==> src/rtl/vrm_pkg.sv <==
package vrm_pkg;

  typedef enum logic [1:0] {
    BOOT_LDR_IAP = 2'b00,
    BOOT_LDR_FIX = 2'b01,
    BOOT_APP_IAP = 2'b10,
    BOOT_APP_FIX = 2'b11
  } boot_mode_e;

  localparam logic [7:0] CMD_VEC_REMAP = 8'h2E;

  // bit 0 of the mode marks the fixed-vector variants
  function automatic logic remap_allowed(input boot_mode_e mode);
    return ~mode[0];
  endfunction

  // bit 1 of the mode selects application ROM as reset vector source
  function automatic logic boot_from_app(input boot_mode_e mode);
    return mode[1];
  endfunction

endpackage

==> src/rtl/vrm_rst_sync.sv <==
module vrm_rst_sync #(
  parameter int STAGES = 2
) (
  input  logic clk,
  input  logic rst_n,
  output logic rst_s_n,
  output logic samp_en
);

  logic [STAGES-1:0] sync_q;
  logic              samp_q;

  always_ff @(posedge clk or negedge rst_n) begin
    if (!rst_n) begin
      sync_q <= '0;
    end else begin
      sync_q <= {sync_q[STAGES-2:0], 1'b1};
    end
  end

  // separate flop that mirrors the inverse of the released reset,
  // used only as a synchronous load enable
  always_ff @(posedge clk or negedge rst_n) begin
    if (!rst_n) begin
      samp_q <= 1'b1;
    end else begin
      samp_q <= ~sync_q[STAGES-2];
    end
  end

  assign rst_s_n = sync_q[STAGES-1];
  assign samp_en = samp_q;

endmodule

==> src/rtl/vrm_xlate.sv <==
module vrm_xlate #(
  parameter int ADDR_W   = 24,
  parameter int WIN_BITS = 9,
  localparam int BASE_W  = ADDR_W - WIN_BITS
) (
  input  logic [BASE_W-1:0] base_i,
  input  logic [ADDR_W-1:0] addr_i,
  output logic [ADDR_W-1:0] addr_o
);

  logic in_window;

  always_comb begin
    in_window = (addr_i[ADDR_W-1:WIN_BITS] == '0);
    if (in_window) begin
      addr_o = {base_i, addr_i[WIN_BITS-1:0]};
    end else begin
      addr_o = addr_i;
    end
  end

endmodule

==> src/rtl/vrm_cmd_unit.sv <==
module vrm_cmd_unit
  import vrm_pkg::*;
#(
  parameter int              ADDR_W   = 24,
  parameter int              WIN_BITS = 9,
  parameter int              CODE_W   = 8,
  parameter logic [ADDR_W-1:0] LDR_BASE = 24'h10_0000,
  parameter logic [ADDR_W-1:0] APP_BASE = 24'h00_0000,
  localparam int             BASE_W   = ADDR_W - WIN_BITS
) (
  input  logic              clk,
  input  logic              rst_s_n,
  input  logic              samp_en,
  input  logic [1:0]        boot_sel_i,
  input  logic              tgt_wr_i,
  input  logic [ADDR_W-1:0] tgt_wdata_i,
  input  logic              cmd_trig_i,
  input  logic [CODE_W-1:0] cmd_code_i,
  input  logic              fail_clr_i,
  output logic [BASE_W-1:0] base_o,
  output boot_mode_e        boot_o,
  output logic [ADDR_W-1:0] tgt_o,
  output logic              fail_o,
  output logic              done_o
);

  localparam logic [BASE_W-1:0] LDR_FIELD = LDR_BASE[ADDR_W-1:WIN_BITS];
  localparam logic [BASE_W-1:0] APP_FIELD = APP_BASE[ADDR_W-1:WIN_BITS];

  boot_mode_e        boot_q;
  logic [BASE_W-1:0] base_q, base_n, base_dflt;
  logic              base_we;
  logic [ADDR_W-1:0] tgt_q;
  logic              fail_q, fail_n;
  logic              done_q;
  logic              is_remap, aligned, accept, reject;

  // boot default chosen from the pin value seen during reset
  always_comb begin
    if (boot_from_app(boot_mode_e'(boot_sel_i))) begin
      base_dflt = APP_FIELD;
    end else begin
      base_dflt = LDR_FIELD;
    end
  end

  // request check and next state
  always_comb begin
    is_remap = (cmd_code_i == CODE_W'(CMD_VEC_REMAP));
    aligned  = (tgt_q[WIN_BITS-1:0] == '0);
    accept   = cmd_trig_i & is_remap & aligned & remap_allowed(boot_q);
    reject   = cmd_trig_i & ~accept;
    base_we  = accept;
    base_n   = tgt_q[ADDR_W-1:WIN_BITS];
    fail_n   = reject | (fail_q & ~fail_clr_i);
  end

  // boot mode: clock-enabled capture while reset is held
  always_ff @(posedge clk) begin
    if (samp_en) begin
      boot_q <= boot_mode_e'(boot_sel_i);
    end
  end

  // base: reload on reset, else load on accepted request
  always_ff @(posedge clk) begin
    if (samp_en) begin
      base_q <= base_dflt;
    end else if (base_we) begin
      base_q <= base_n;
    end
  end

  always_ff @(posedge clk or negedge rst_s_n) begin
    if (!rst_s_n) begin
      tgt_q <= '0;
    end else if (tgt_wr_i) begin
      tgt_q <= tgt_wdata_i;
    end
  end

  always_ff @(posedge clk or negedge rst_s_n) begin
    if (!rst_s_n) begin
      fail_q <= 1'b0;
      done_q <= 1'b0;
    end else begin
      fail_q <= fail_n;
      done_q <= cmd_trig_i;
    end
  end

  assign base_o = base_q;
  assign boot_o = boot_q;
  assign tgt_o  = tgt_q;
  assign fail_o = fail_q;
  assign done_o = done_q;

endmodule

==> src/rtl/vec_remap_ctrl.sv <==
module vec_remap_ctrl
  import vrm_pkg::*;
#(
  parameter int                ADDR_W      = 24,
  parameter int                WIN_BITS    = 9,
  parameter int                CODE_W      = 8,
  parameter int                STAT_W      = 32,
  parameter int                SYNC_STAGES = 2,
  parameter logic [ADDR_W-1:0] LDR_BASE    = 24'h10_0000,
  parameter logic [ADDR_W-1:0] APP_BASE    = 24'h00_0000
) (
  input  logic              clk,
  input  logic              rst_n,
  input  logic [1:0]        boot_sel_i,
  input  logic [ADDR_W-1:0] fetch_addr_i,
  output logic [ADDR_W-1:0] fetch_addr_o,
  input  logic              tgt_wr_i,
  input  logic [ADDR_W-1:0] tgt_wdata_i,
  input  logic              cmd_trig_i,
  input  logic [CODE_W-1:0] cmd_code_i,
  input  logic              fail_clr_i,
  output logic              cmd_done_o,
  output logic              fail_o,
  output logic [STAT_W-1:0] status_o
);

  localparam int BASE_W = ADDR_W - WIN_BITS;

  logic              rst_s_n;
  logic              samp_en;
  logic [BASE_W-1:0] base;
  boot_mode_e        boot_q;
  logic [ADDR_W-1:0] tgt_q;

  vrm_rst_sync #(.STAGES(SYNC_STAGES)) rst_sync_i (
    .clk     (clk),
    .rst_n   (rst_n),
    .rst_s_n (rst_s_n),
    .samp_en (samp_en)
  );

  vrm_cmd_unit #(
    .ADDR_W   (ADDR_W),
    .WIN_BITS (WIN_BITS),
    .CODE_W   (CODE_W),
    .LDR_BASE (LDR_BASE),
    .APP_BASE (APP_BASE)
  ) cmd_i (
    .clk         (clk),
    .rst_s_n     (rst_s_n),
    .samp_en     (samp_en),
    .boot_sel_i  (boot_sel_i),
    .tgt_wr_i    (tgt_wr_i),
    .tgt_wdata_i (tgt_wdata_i),
    .cmd_trig_i  (cmd_trig_i),
    .cmd_code_i  (cmd_code_i),
    .fail_clr_i  (fail_clr_i),
    .base_o      (base),
    .boot_o      (boot_q),
    .tgt_o       (tgt_q),
    .fail_o      (fail_o),
    .done_o      (cmd_done_o)
  );

  vrm_xlate #(.ADDR_W(ADDR_W), .WIN_BITS(WIN_BITS)) xlate_i (
    .base_i (base),
    .addr_i (fetch_addr_i),
    .addr_o (fetch_addr_o)
  );

  // status packing: base field at its address bit positions
  generate
    if (STAT_W > ADDR_W) begin : g_stat_wide
      assign status_o = {{(STAT_W-ADDR_W){1'b0}}, base, {WIN_BITS{1'b0}}};
    end else begin : g_stat_exact
      assign status_o = {base, {WIN_BITS{1'b0}}};
    end
  endgenerate

endmodule

==> config.mk <==
export PLATFORM = sky130hd
export DESIGN_NAME = vec_remap_ctrl
export DESIGN_NICKNAME = d
export VERILOG_FILES = /design/src/rtl/vrm_pkg.sv /design/src/rtl/vrm_rst_sync.sv /design/src/rtl/vrm_xlate.sv /design/src/rtl/vrm_cmd_unit.sv /design/src/rtl/vec_remap_ctrl.sv
export SDC_FILE = /design/constraint.sdc
export NUM_CORES = 1
export LEC_CHECK = 0
export BUFFER_PORTS_ARGS = -buffer_cell sky130_fd_sc_hd__buf_4
export CORE_ASPECT_RATIO = 0.6
export CORE_UTILIZATION = 35
export DETAILED_ROUTE_END_ITERATION = 10
export PLACE_DENSITY_LB_ADDON = 0.08
export SYNTH_ARGS = -nofsm -noshare
export SYNTH_HDL_FRONTEND = slang
export SYNTH_SLANG_ARGS = --single-unit
==> constraint.sdc <==
create_clock -name clk -period 3 [get_ports clk]
set_clock_uncertainty 0.2 [all_clocks]
set_input_delay 0.75 -clock clk [delete_from_list [all_inputs] [get_ports clk]]
set_output_delay 0.75 -clock clk [all_outputs]
set_load 0.01 [all_outputs]
Word level (Yosys, flattened, before mapping)
Index checks and enable logic that the tools add are counted.
Word-level totals
  flip-flop bits (word level): 45
  bits in latches: 0
  RAM bits: 0
  ROM bits: 0
  logic and storage cells: 25
  memories: 0
Operators by class
  add/sub/neg operators: 0
  multiply operators: 0
  div/mod/pow operators: 0
  magnitude comparators: 0
  equality and inequality tests: 1
  shifts and indexed selects: 0
  mux-type cells: 4
  bitwise operators: 10
  reduce and logical (&&, ||, !) cells: 3
Operators by type and width (count)
  15-bit two-way mux: 2
  24-bit two-way mux: 1
  15-bit zero test: 1
  12-bit two-way mux: 1
  9-bit zero test: 1
  8-bit by 6-bit == test with 1-bit output, second input constant: 1
  1-bit bitwise AND: 5
  1-bit inverter: 4
  2-bit nonzero test: 1
  1-bit OR: 1

Depth between registers and ports, before layout
Gate-level depths: netlist of the first run.
  depth after elaboration: 7
  depth in mapped cells: 5

Cells and area by module
Synthesis of the first run repeated with hierarchy kept, for this count alone.
Second synthesis, totals
  cell total of the unflattened synthesis: 161
  area total of the unflattened synthesis: 2170.8 µm²
Modules (own cells, without submodules)
  vrm_cmd_unit: times used 1, cells each 100, area an instance 1651.6 µm²
  vrm_xlate: times used 1, cells each 38, area an instance 304.0 µm²
  vec_remap_ctrl: times used 1, cells each 18, area an instance 131.4 µm²
  vrm_rst_sync: times used 1, cells each 5, area an instance 83.8 µm²

Worst setup path before layout of the first run
Ideal clock, no wire load.
  kind: input port to output port
  start: in fetch_addr_i[21]
  end: out fetch_addr_o[10]
  arrival: 1557 ps
  required time: 2050 ps
  path slack: 493 ps
  cell stages on the path: 5
  buffers on the path: 2
  cells stage by stage: nor4_1 -> and4_1 -> buf_6 -> buf_12 -> a21o_1
On the way
  longest elaborated chain between the ends: 2
Ends and longest elaborated chain
  start, declared: RTL line vec_remap_ctrl.sv:15  | input logic [ADDR_W-1:0] fetch_addr_i,
  15-bit zero test: RTL line vrm_xlate.sv:14  | in_window = (addr_i[ADDR_W-1:WIN_BITS] == '0);
  24-bit two-way mux: RTL line vrm_xlate.sv:15  | if (in_window) begin
  end, declared: RTL line vec_remap_ctrl.sv:16  | output logic [ADDR_W-1:0] fetch_addr_o,
Every way passes these cells.

Worst setup path in the final report of the first run
Ends and elaborated chain as after synthesis.

==> results of run 1 <==
==> layout make-up <==
cell class | count | area, um^2 | share of cell area, %
Clock buffer | 7 | 76.32 | 2.810
Clock inverter | 1 | 3.754 | 0.1382
Inverter | 4 | 15.01 | 0.5527
Multi-Input combinational cell | 88 | 648.1 | 23.86
Sequential cell | 45 | 1207 | 44.45
Tap cell | 80 | 100.1 | 3.685
Timing Repair Buffer | 87 | 665.6 | 24.50
==> metal layers <==
metal	up-vias	GRT usage [%]
met5	-	0
met4	0	5.797
met3	9	4.881
met2	57	24.66
met1	645	17.74
li1	648	-
==> how the worst min path moves through the flow <==
| stage | start | to | slack (ps) | cells past startpoint |
|---|---|---|---|---|
| after floorplan | rst_sync_i.sync_q[1] | cmd_i.done_o | 130 | 0 |
| after global placement | rst_sync_i.sync_q[0] | rst_sync_i.sync_q[1] | 160 | 0 |
| after detailed placement | rst_sync_i.sync_q[0] | rst_sync_i.sync_q[1] | 170 | 0 |
| after CTS | rst_n | rst_sync_i.sync_q[0] | 30 | 1 |
| after global routing | rst_n | rst_sync_i.sync_q[0] | 30 | 1 |
| final | rst_n | rst_sync_i.sync_q[0] | 40 | 1 |
==> logic make-up (layout without fill, tap and decap cells) <==
kind of cell | Yosys count | after routing
multiplexers | 24 | 24
AND/OR/NAND/NOR | 27 | 27
other | 2 | 18
buffers and inverters | 36 | 99
flip-flops | 45 | 45
AO/OA/AOI/OAI | 19 | 19
==> metrics by stage <==
stage / worst slack (ps) / area (um^2) / instances
3_3_place_gp: 71.80 / 2636 / 304
3_5_place_dp: 124.8 / 2636 / 304
4_1_cts: 120.4 / 2716 / 312
5_1_grt: 22.07 / 2716 / 312
6_report: 106.8 / 2716 / 312
2_1_floorplan: 492.8 / 2116 / 169
==> registers in the layout, summed over array words and instances (netlist names) <==
register,count
rst_sync_i.sync_q,2
cmd_i.boot_o,1
cmd_i.tgt_o,24
cmd_i.base_o,15
rst_sync_i.samp_en,1
cmd_i.fail_o,1
cmd_i.done_o,1
==> power groups by stage <==
stage	logic, mW	clock network, mW	registers [mW]
after floorplan	0.113	0	0.737
after global placement	0.192	0	0.739
after detailed placement	0.197	0	0.742
after CTS	0.197	0.366	0.729
after global routing	0.214	0.389	0.736
final	0.194	0.351	0.726
==> cell usage after synthesis <==
master                      number  area share, %
sky130_fd_sc_hd__mux2i_1         1           0.49
sky130_fd_sc_hd__a21o_2          1           0.43
sky130_fd_sc_hd__mux2_2         23             13
sky130_fd_sc_hd__dfrtp_1        28             34
sky130_fd_sc_hd__o221ai_1        1           0.43
sky130_fd_sc_hd__edfxtp_1       16             23
sky130_fd_sc_hd__nand2_1         1           0.18
sky130_fd_sc_hd__clkbuf_1        1           0.18
sky130_fd_sc_hd__o21ai_0         2           0.49
sky130_fd_sc_hd__nand4b_1        1           0.43
sky130_fd_sc_hd__buf_4          26            9.5
sky130_fd_sc_hd__nor3_1          2           0.49
sky130_fd_sc_hd__nand4bb_1       1           0.55
sky130_fd_sc_hd__nor2b_1        14            4.3
sky130_fd_sc_hd__buf_12          1           0.97
sky130_fd_sc_hd__nor4_1          5            1.5
sky130_fd_sc_hd__and4_1          1           0.43
sky130_fd_sc_hd__buf_6           1           0.55
sky130_fd_sc_hd__a21o_1         15            5.5
sky130_fd_sc_hd__conb_1          2           0.37
sky130_fd_sc_hd__inv_1           4           0.73
sky130_fd_sc_hd__nor2_1          1           0.18
sky130_fd_sc_hd__dfstp_2         1            1.3
sky130_fd_sc_hd__buf_2           3           0.73
sky130_fd_sc_hd__and3_1          1           0.30
==> results.txt, run 1 <==
Buffers inserted to repair hold after CTS numbered 0. The layout overhead on the synthesized area was 32.14%. The logs give 0.2189 mV for the peak supply drop and 4 for the first-pass detailed-route iteration total. Clock-pin slew on the worst setup and hold paths: 70 ps. In this run the worst path has a maximum fanout of 15. The die is 100.9 um wide. After synthesis, the netlist uses 25 different library cells. For the met1 routed wirelength after detailed routing, the log shows 1.820 mm. The number of clock buffers added by TritonCTS is 5. The number of global-route vias before repair is 1318. The headroom to the max-slew limit was 28.17%; the internal portion of total power was 974.9 uW. The tools report the initial antenna violation count as 0. Entering global routing, the biggest net connects 27 pins. The number of sinks on the clock net came out at 45.

For this run, the slowest stage of the critical path takes 360 ps. The final max-slew violation count was 0. Overall power consumption after layout is estimated at 1.272 mW. The proportion of synthesized area in mux cells works out to 13.09%. Setup repair after global routing left no endpoint under its margin. Clock tree root driver cell: sky130_fd_sc_hd__clkbuf_8.

The relative contribution of combinational cells to total power is 15.3%, and the weighted congestion reported at the end of routability-driven placement is 0.6824. The total inserted antenna cells came out at 0. After Yosys synthesis, full adders, half adders and majority gates account for 0% of the synthesized area. The H-tree was split into 2 levels.

The sequential cell area fraction in the yosys report is 58.73%, and the reg-to-reg setup timing slack is 1170 ps. Power density over the cells: 468.2 nW/um^2. The synthesized flop and latch total is 45.

The minimum hold slack came out at 40.50 ps. The depth of the worst register-to-register path came out at 4. The total net switching power came out at 296.8 uW. The tools report the share of power burned in the clock network as 27.6%. Yosys printed 0 warnings. In the finished design, the share of the clock period the worst path needs comes to 96.44%. The flow ran to the end, and the final reports show no timing, DRC or antenna violations. The run gives 334 um as the met3 layer wire length in the routed design. The slowest cell on the critical path was sky130_fd_sc_hd__nor4_1. The filler cells instantiated in the layout total 527. Across every metal layer, demand over resource in global routing totals 14.58%. The fraction of layout cells with a size suffix above 1 came out at 50.43%. The signal on the critical path passes through buf_4 > nor4_1 > and4_1 > buf_12 > a21o_1 > buf_4. Net switching is 23.34% of the power.

For the count of final setup violators, the log shows 0. Counting both buffers and inverters, the worst setup path holds a total of 3. The initial utilization of the core area, before any placement, comes to 36.56%. Final critical-path required period: 2893 ps.

Of the total synthesized cell area, the portion taken by AND, OR, NAND and NOR gates is 8.338%. The worst endpoint required time is 2050 ps. In this design, the critical path's most frequently occurring cell is sky130_fd_sc_hd__buf_4. TritonCTS built the clock tree.

In this run the mean area of a mapped cell was 13.44 um^2. The type of the most critical hold path is in2async. The family of cells with the greatest summed delay on the critical path was simple AND/OR/NAND/NOR gates. For the number of cells upsized or downsized after cts, the log shows 0. The leakage power came out at 1.307 nW. In this run the remaining antenna-violating nets after routing total 0. The initialized floorplan defines 21 standard-cell rows. Per report_power, the sequential group accounts for 57.1% of the total. Dividing the detail-routed via count by the number of cells gives 4.356.

The post-synthesis share of cell area spent on xor and xnor gates came out at 0%. The largest family of logic cells by synthesized area is multiplexers. In this run the cell area of the synthesized design comes to 2056 um^2.

The synthesized netlist devotes 6.817% of its cell area to compound gates. The hold violation total from the final report was 0; the maximum achievable frequency was 345.6 MHz. The kind of start point of the critical path is an input port. The measured slew at the worst slew-check pin was 1077 ps; the placeable core area was 5623 um^2. After legalization and detailed placement, the total HPWL measured 3.311 mm. The worst setup path is captured at an output port.

Buffers added to address setup during post-CTS repair amount to 0. The floorplan step defined a die boundary enclosing 6194 um^2. The most critical setup path has its startpoint at fetch_addr_i[21].

After technology mapping, the gate count stands at 153. The count of unresolved DRC violations after routing was 0; the maximum root-to-sink buffer count was 2. The boundary pin count came out at 121. In the layout the commonest cells are 86 x sky130_fd_sc_hd__buf_4, 28 x sky130_fd_sc_hd__dfrtp_1, 23 x sky130_fd_sc_hd__mux2_2. For this block, the initial DRC count from the detailed router was 33. Summed over all failing endpoints, the final setup total negative slack is 0 ps.

Dividing the detail-routed wire length by the instance count gives 13.73 um. For the fraction of the core area covered by cells at the end of the flow, the log shows 48.31%. The top routing layer in use is met4.

For this run, the post-layout net count is 294. Leaving out fill and tap cells, the most frequent cell in the layout is sky130_fd_sc_hd__buf_4. For the via count, the log shows 1359. The logs give 0 for the number of violations of the max-capacitance limit and 4.283 mm for the final routed wirelength across all metal layers. The start of the worst register-to-register path is cmd_i.tgt_o[3]. The critical path start-end classification was in2out.

Data on the critical path arrives at its endpoint at 1940 ps. The most critical setup path has its endpoint at fetch_addr_o[10]. The wire length of the first global-routing pass is 6.472 mm, and the remaining global-route overflow is 0. In this run the tool buffered the top-level ports with 85 buffer cells. The tools report the worst reg2reg path endpoint as cmd_i.base_o[2]. The die height was 61.37 um.

For the worst-skew pair, the clock arrives at the later sink with an insertion delay of 280 ps. The critical path crosses 6 cells after its start point. Sum of met2 wire segment lengths after detailed routing: 2.078 mm.
Power figures use the tool's default switching activity.
==> inputs of run 2 (changes only) <==
Settings changed: ABC_AREA set to 1, CTS_CLUSTER_SIZE set to 25, SLEW_MARGIN set to 20.
==> run 2 against run 1 <==
Sequential cell count did not move. Critical path type unchanged. Critical path depth rose by 1. Combinational power barely moved. Core utilization rose by 0.25 points. Critical endpoint is now fetch_addr_o[23]. Synthesized cell count rose by 48%. First-iteration DRC count rose by 97%.
==> results.txt, run 2 <==
From synthesis to final layout, the design area changed by 30.61%. The setup TNS was 0 ps (unchanged). The global-route total usage across every layer was 14.28% (-0.30 points); the number of cells upsized or downsized after cts was 0 (unchanged). The leakage power is 1.420 nW (+8.6%). Hold violation total from the final report: 0 (unchanged). The quantity of hold-fixing buffers added after cts was 0 (unchanged); the clock insertion delay at the later pin of the skew report was 300 ps (+20 ps). In the layout the commonest cells are 86 x sky130_fd_sc_hd__buf_4, 39 x sky130_fd_sc_hd__nand2_1, 36 x sky130_fd_sc_hd__inv_1. The worst endpoint data arrival time came out at 1860 ps (-80 ps). The tools report the maximum root-to-sink buffer count as 2 (unchanged). The synthesized flop and latch total was 45 (unchanged); the total inserted antenna cells was 0 (unchanged). The fraction of registers with async set/reset is 64.44% (unchanged). For the count of unresolved DRC violations after routing, the log shows 0 (unchanged).

In the synthesized netlist the dominant register cell turns out to be sky130_fd_sc_hd__dfrtp_1. For the headroom to the max-slew limit, the log shows 58.12% (+30 points). Among all cell types in the netlist, the one instantiated most often is sky130_fd_sc_hd__nand2_1.

The proportion of synthesized area in mux cells was 5.288% (-7.8 points); the post-detailed-placement cell area was 2698 um^2 (+2.3%). The clock-pin slew on the worst setup and hold paths was 80 ps (about the same). The violation count after the first detailed-route iteration came out at 65 (+97%). Setup repair after global routing left no endpoint under its margin. The sequential cell area fraction in the yosys report is 56.70% (-2.0 points). The dominant cell type by area after synthesis was sky130_fd_sc_hd__dfrtp_1. The flow ran to the end, and the final reports show no timing, DRC or antenna violations. Die height: 62.42 um (+1.7%). The mean number of vias per cell was 4.104 (-5.8%).

The run gives 368 um (+10%) as the met3 layer wire length in the routed design. The run gives 0 (unchanged) as the count of nets left with antenna violations after detail routing. Clock tree synthesis selected as its root buffer the cell sky130_fd_sc_hd__clkbuf_8. The critical path start-end classification is in2out. The measured slew at the worst slew-check pin was 628.1 ps (-449.4 ps); the fill cell instance count of the final layout was 572 (+8.5%). The yosys synthesis warning count was 0 (unchanged); the placeable core area was 5728 um^2 (+1.9%). The initial core utilization is 37.18% (+0.62 points).

The horizontal die dimension works out to 102.7 um (+1.7%). For the via count, the log shows 1572 (+16%). For the number of cells in the design after placement, the log shows 375 (+23%).

TritonCTS built the clock tree. The logs give 6411 um^2 (+3.5%) for the die footprint and 21 (unchanged) for the row count. The average wire length per cell after detail routing works out to 11.87 um (-14%).

The run gives 0 (unchanged) as the number of setup buffers added after CTS. The total number of nets in the final design was 365 (+24%); the number of flip-flops under the largest register name was 24 (unchanged). The wire length of the first global-routing pass is 6.775 mm (+4.7%). By area the synthesized netlist is led by sky130_fd_sc_hd__dfrtp_1 33%, sky130_fd_sc_hd__edfxtp_1 23%, sky130_fd_sc_hd__buf_4 9.5%, sky130_fd_sc_hd__nand2_1 6.9%, sky130_fd_sc_hd__inv_1 6.3%. The power density over the cells was 459.1 nW/um^2 (-1.9%).

The weighted congestion reported at the end of routability-driven placement is 0.6959 (+2.0%), and the final routed wirelength across all metal layers is 4.547 mm (+6.2%). The run gives 2130 um^2 (+3.6%) as the synthesized cell area. The worst hold path belongs to the class in2async.

The run gives 39 (+44%) as the maximum number of pins on one net before global-route repair. After synthesis, the largest family of logic cells by area is buffers and inverters. The run gives 5 (unchanged) as the number of buffers inserted during clock tree synthesis. The tools report the kind of start point of the critical path as an input port. The boundary pin count was 121 (unchanged).

The number of sinks on the clock net is 45 (unchanged). The number of flops mapped to enable cells by yosys works out to 16 (unchanged). The share of the synthesized area in compound gates (AO/OA/AOI/OAI) is 3.525% (-3.3 points). The run gives 2.345 mm (+29%) as the met1 routed wirelength after detailed routing.

The count of input and output buffers works out to 85 (unchanged). The synthesized area per cell is 9.423 um^2 (-30%), and the level count of the clock H-tree is 2 (unchanged). The library cell used most frequently in the layout, excluding fill and tap cells, is sky130_fd_sc_hd__buf_4. The maximum achievable frequency is 355.5 MHz (+2.8%). The tools report the first-pass detailed-route iteration total as 4 (unchanged). The final cell count without fillers is 383 (+23%), and the adder-cell share of the synthesized area is 0% (unchanged). The post-synthesis share of cell area spent on xor and xnor gates is 0% (unchanged).

The worst endpoint required time came out at 2050 ps (about the same). The top routing layer in use is met4. The run gives 1.782 mm (-14%) as the sum of met2 wire segment lengths after detailed routing. The logs give 0.2563 mV (+17%) for the peak supply drop and 609.3 um^2 (-6.0%) for the area of combinational cells with multiple inputs. The number of global-route vias before repair is 1388 (+5.3%), and the final critical-path required period is 2813 ps (-79.98 ps). The final design instance area without fill was 2781 um^2 (+2.4%). STA classifies the critical path endpoint as an output port.

The share of synthesized cell area in and, or, nand and nor gates is 16.63% (+8.3 points), and the fraction of the core area covered by cells at the end of the flow is 48.56% (+0.25 points). The final max-slew violation count is 0 (unchanged), and the number of standard cells after synthesis is 226 (+48%). The logs give 17 (-32%) for the number of distinct library cells after synthesis and 3.451 mm (+4.2%) for the half-perimeter wire length after detailed placement.

The sequential standard cell area came out at 1207 um^2 (unchanged). The remaining global-route overflow is 0 (unchanged), and the fraction of layout cells with a size suffix above 1 is 34.65% (-16 points). The count of final setup violators is 0 (unchanged). The top cell type's share of synthesized area is 32.90% (-1.2 points). The initial antenna violation count was 0 (unchanged). The tools report the number of violations of the max-capacitance limit as 0 (unchanged). The maximum fanout encountered on the critical timing path came out at 15 (unchanged). The final cycle utilization of the critical path came out at 93.77% (-2.7 points). By count the netlist is led by 39 x sky130_fd_sc_hd__nand2_1, 36 x sky130_fd_sc_hd__inv_1, 28 x sky130_fd_sc_hd__dfrtp_1, 27 x sky130_fd_sc_hd__buf_4, 23 x sky130_fd_sc_hd__nor2_1.
-- run 2: area by class of cell --
type	instances	area share, %
multi-input cells	128	21.91
clock buffers	7	2.744
inverters	36	4.858
clock inverters	1	0.2699
well taps	80	3.599
flip-flops and latches	45	43.41
repair buffers	86	23.21
-- run 2: routing by layer --
metal,vias to the layer above,GRT usage [%]
li1,809,-
met1,677,21.31
met2,76,19.50
met3,10,4.027
met4,0,5.179
met5,-,0
-- run 2: cells by family (layout without fill, tap and decap cells) --
| logic type | Yosys count | after routing |
|---|---|---|
| other | 2 | 18 |
| and+or+nand+nor | 85 | 85 |
| muxes | 10 | 10 |
| buffers and inverters | 69 | 130 |
| AOI/OAI and AO/OA | 15 | 15 |
| DFF | 45 | 45 |
-- run 2: path summary, 6_finish.rpt --
| check | cells after the start | to | slack (ps) | startpoint |
|---|---|---|---|---|
| worst max-delay path | 7 | fetch_addr_o[23] | 190 | fetch_addr_i[21] |
| worst min-delay path | 1 | rst_sync_i.sync_q[0] | 30 | rst_n |
| worst max register to register | 2 | cmd_i.base_o[8] | 1120 | rst_sync_i.samp_en |
| worst min register to register | 0 | cmd_i.tgt_o[10] | 60 | rst_sync_i.sync_q[1] |
| max in group asynchronous | 1 | cmd_i.tgt_o[2] | 1950 | rst_sync_i.sync_q[1] |
| min in group clk | 0 | rst_sync_i.sync_q[1] | 190 | rst_sync_i.sync_q[0] |
-- run 2: power by group --
group	switching [mW]	internal, mW	leakage (nW)
Sequential	0.0301	0.690	0.506
Clock	0.197	0.165	0.0385
Combinational	0.0918	0.104	0.875
Total	0.318	0.959	1.42
-- run 2: per-stage QoR --
stage / power (mW) / hold WS (ps) / setup WS (ps)
finish: 1.277 / 32.19 / 186.8
global route: 1.345 / 11.23 / 51.86
CTS: 1.291 / 20.80 / 186.5
detailed placement: 0.9314 / 82.46 / 200.2
global placement: 0.9291 / 98.85 / 237.4
floorplan: 0.8426 / 134.1 / 624.1
-- run 2: critical path: stages --
cell	delay, ps
sky130_fd_sc_hd__buf_4	110
sky130_fd_sc_hd__inv_1	60
sky130_fd_sc_hd__nand4_1	110
sky130_fd_sc_hd__nor2_2	460
sky130_fd_sc_hd__nand3_1	160
sky130_fd_sc_hd__nand2_1	100
sky130_fd_sc_hd__buf_4	110
==> inputs of run 3 (changes only) <==
Settings changed: CORE_UTILIZATION 35 to 47.
==> run 3 against run 2 <==
Critical path depth stayed put. Final area hardly changed. Wire length is 4.6% lower. Largest cell class unchanged. Count of clock-buffer cells in the layout is 1 higher. Critical path type unchanged. Sequential cell count stayed put.
==> results.txt, run 3 (synthesis results as in run 2) <==
The level count of the clock H-tree is 2 (unchanged), and the horizontal die dimension is 88.90 um (-13%). The run gives 290 ps (about the same) as the clock insertion delay at the later pin of the skew report. The number of flip-flops under the largest register name is 24 (unchanged). The final design instance area without fill is 2783 um^2 (about the same). The number of buffers inserted during clock tree synthesis was 5 (unchanged).

Setup repair after global routing left no endpoint under its margin. The number of sinks on the clock net is 45 (unchanged). The tree is rooted in a sky130_fd_sc_hd__clkbuf_8. The logs give 4.338 mm (-4.6%) for the final routed wirelength across all metal layers and 355.8 MHz (+0.10%) for the maximum achievable frequency. The maximum fanout encountered on the critical timing path works out to 15 (unchanged). The final critical-path required period was 2810 ps (-2.873 ps); the first-pass detailed-route iteration total was 4 (unchanged). The run finished with clean final reports. The longest individual stage delay on the worst path was 470 ps (about the same). The tools report the headroom to the max-slew limit as 58.98% (+0.86 points). The half-perimeter wire length after detailed placement was 3.312 mm (-4.0%); the number of global-route vias before repair was 1318 (-5.0%). Slowest cell on the critical path: sky130_fd_sc_hd__nor2_2. The logs give 1566 (-0.38%) for the via count and 1.346 mW (+5.4%) for the final total power. The total number of nets in the final design was 364 (-0.27%); the leakage power was 1.432 nW (+0.89%). The family of cells with the greatest summed delay on the critical path was simple AND/OR/NAND/NOR gates. The number of violations of the max-capacitance limit came out at 0 (unchanged). Remaining global-route overflow: 0 (unchanged). Critical path start-end classification: in2out. The global-route total usage across every layer was 18.74% (+4.5 points). The tools report the maximum number of pins on one net before global-route repair as 39 (unchanged). The count of unresolved DRC violations after routing is 0 (unchanged), and the die footprint is 4813 um^2 (-25%). The logs give 0 (unchanged) for the count of final setup violators and 0 ps (unchanged) for the setup TNS. The row count came out at 18 (-14%). The initial antenna violation count is 0 (unchanged), and the worst endpoint data arrival time is 1860 ps (about the same).

The initial core utilization was 50.30% (+13 points). For the maximum root-to-sink buffer count, the log shows 2 (unchanged). The kind of start point of the critical path is an input port. TritonCTS built the clock tree. The fraction of layout cells with a size suffix above 1 is 35.10% (+0.45 points).

Traced cell by cell, the critical path runs through buf_4 > inv_1 > nand3_1 > nor2_2 > nand3_1 > nand2_1 > buf_4. The peak supply drop came out at 0.2831 mV (+10%). Total inserted antenna cells: 0 (unchanged).

The logs give 6.396 mm (-5.6%) for the wire length of the first global-routing pass and 0 (unchanged) for the final max-slew violation count. The count of nets left with antenna violations after detail routing was 0 (unchanged). Endpoint type of the worst setup path: an output port. The final cycle utilization of the critical path came out at 93.68% (-0.096 points).

The worst endpoint required time is 2050 ps (about the same), and the number of buffer and inverter stages on the critical path is 3 (unchanged). The weighted congestion reported at the end of routability-driven placement was 0.6942 (-0.24%). The power density over the cells was 483.6 nW/um^2 (+5.3%). Commonest non-fill, non-tap cell in the layout: sky130_fd_sc_hd__buf_4. For the violation count after the first detailed-route iteration, the log shows 48 (-26%). The tightest min-delay check is of the in2async type. The hold violation total from the final report was 0 (unchanged). Count of input and output buffers: 85 (unchanged).

In the layout the commonest cells are 85 x sky130_fd_sc_hd__buf_4, 39 x sky130_fd_sc_hd__nand2_1, 36 x sky130_fd_sc_hd__inv_1. The die height works out to 54.14 um (-13%). The quantity of hold-fixing buffers added after cts was 0 (unchanged). The post-detailed-placement cell area is 2665 um^2 (-1.2%), and the average wire length per cell after detail routing is 11.98 um (+0.94%). The tools report the placeable core area as 4234 um^2 (-26%).

The layout overhead on the synthesized area is 30.67% (about the same), and the boundary pin count is 121 (unchanged). Measured slew at the worst slew-check pin: 613.8 ps (-14.33 ps). The clock-pin slew on the worst setup and hold paths is 80 ps (about the same). Mean number of vias per cell: 4.326 (+5.4%).
[run 3: routing by layer]
| layer | up-vias | track usage [%] | part of all wire [%] |
|---|---|---|---|
| li1 | 811 | - | - |
| met1 | 683 | 27.89 | 50 |
| met2 | 68 | 26.67 | 41 |
| met3 | 4 | 5.368 | 8.6 |
| met4 | 0 | 5.108 | 0.44 |
| met5 | - | 0 | 0 |
[run 3: timing repair]
action                     CTS  global route
buffers inserted             0             0
setup endpoints to repair    0             1
resized for setup            0             1
[run 3: cell type report]
| type | count | area (um^2) |
|---|---|---|
| Sequential cell | 45 | 1209 |
| Timing Repair Buffer | 85 | 638.1 |
| Clock buffer | 8 | 111.4 |
| Tap cell | 60 | 75.07 |
| Inverter | 36 | 135.1 |
| Multi-Input combinational cell | 128 | 614.3 |
| Fill cell | 379 | 1451 |
[run 3: metrics by stage]
| stage | hold slack (ps) | setup WS, ps | util [%] | cells |
|---|---|---|---|---|
| after floorplan | 134.1 | 624.1 | - | 242 |
| after global placement | 157.3 | 151.4 | 62.94 | 354 |
| after detailed placement | 173.9 | 167.0 | 62.94 | 354 |
| after CTS | 29.21 | 156.5 | 65.57 | 362 |
| after global routing | 18.26 | 13.15 | 65.72 | 362 |
| final | 30.29 | 189.6 | 65.72 | 362 |
[run 3: path summary, 6_finish.rpt]
path	startpoint	endpoint	slack [ps]	cells past startpoint
min in group clk	rst_sync_i.sync_q[0]	rst_sync_i.sync_q[1]	190	0
min reg2reg	rst_sync_i.sync_q[1]	cmd_i.tgt_o[2]	60	0
max reg2reg	rst_sync_i.samp_en	cmd_i.base_o[4]	1110	2
min	rst_n	rst_sync_i.sync_q[0]	30	1
max in group asynchronous	rst_sync_i.sync_q[1]	cmd_i.tgt_o[19]	2160	0
max	fetch_addr_i[10]	fetch_addr_o[14]	190	7
[run 3: where the power goes]
group | total (mW) | internal (mW) | switching (mW)
Combinational | 0.194 | 0.103 | 0.0903
Sequential | 0.721 | 0.689 | 0.0311
Clock | 0.431 | 0.238 | 0.193
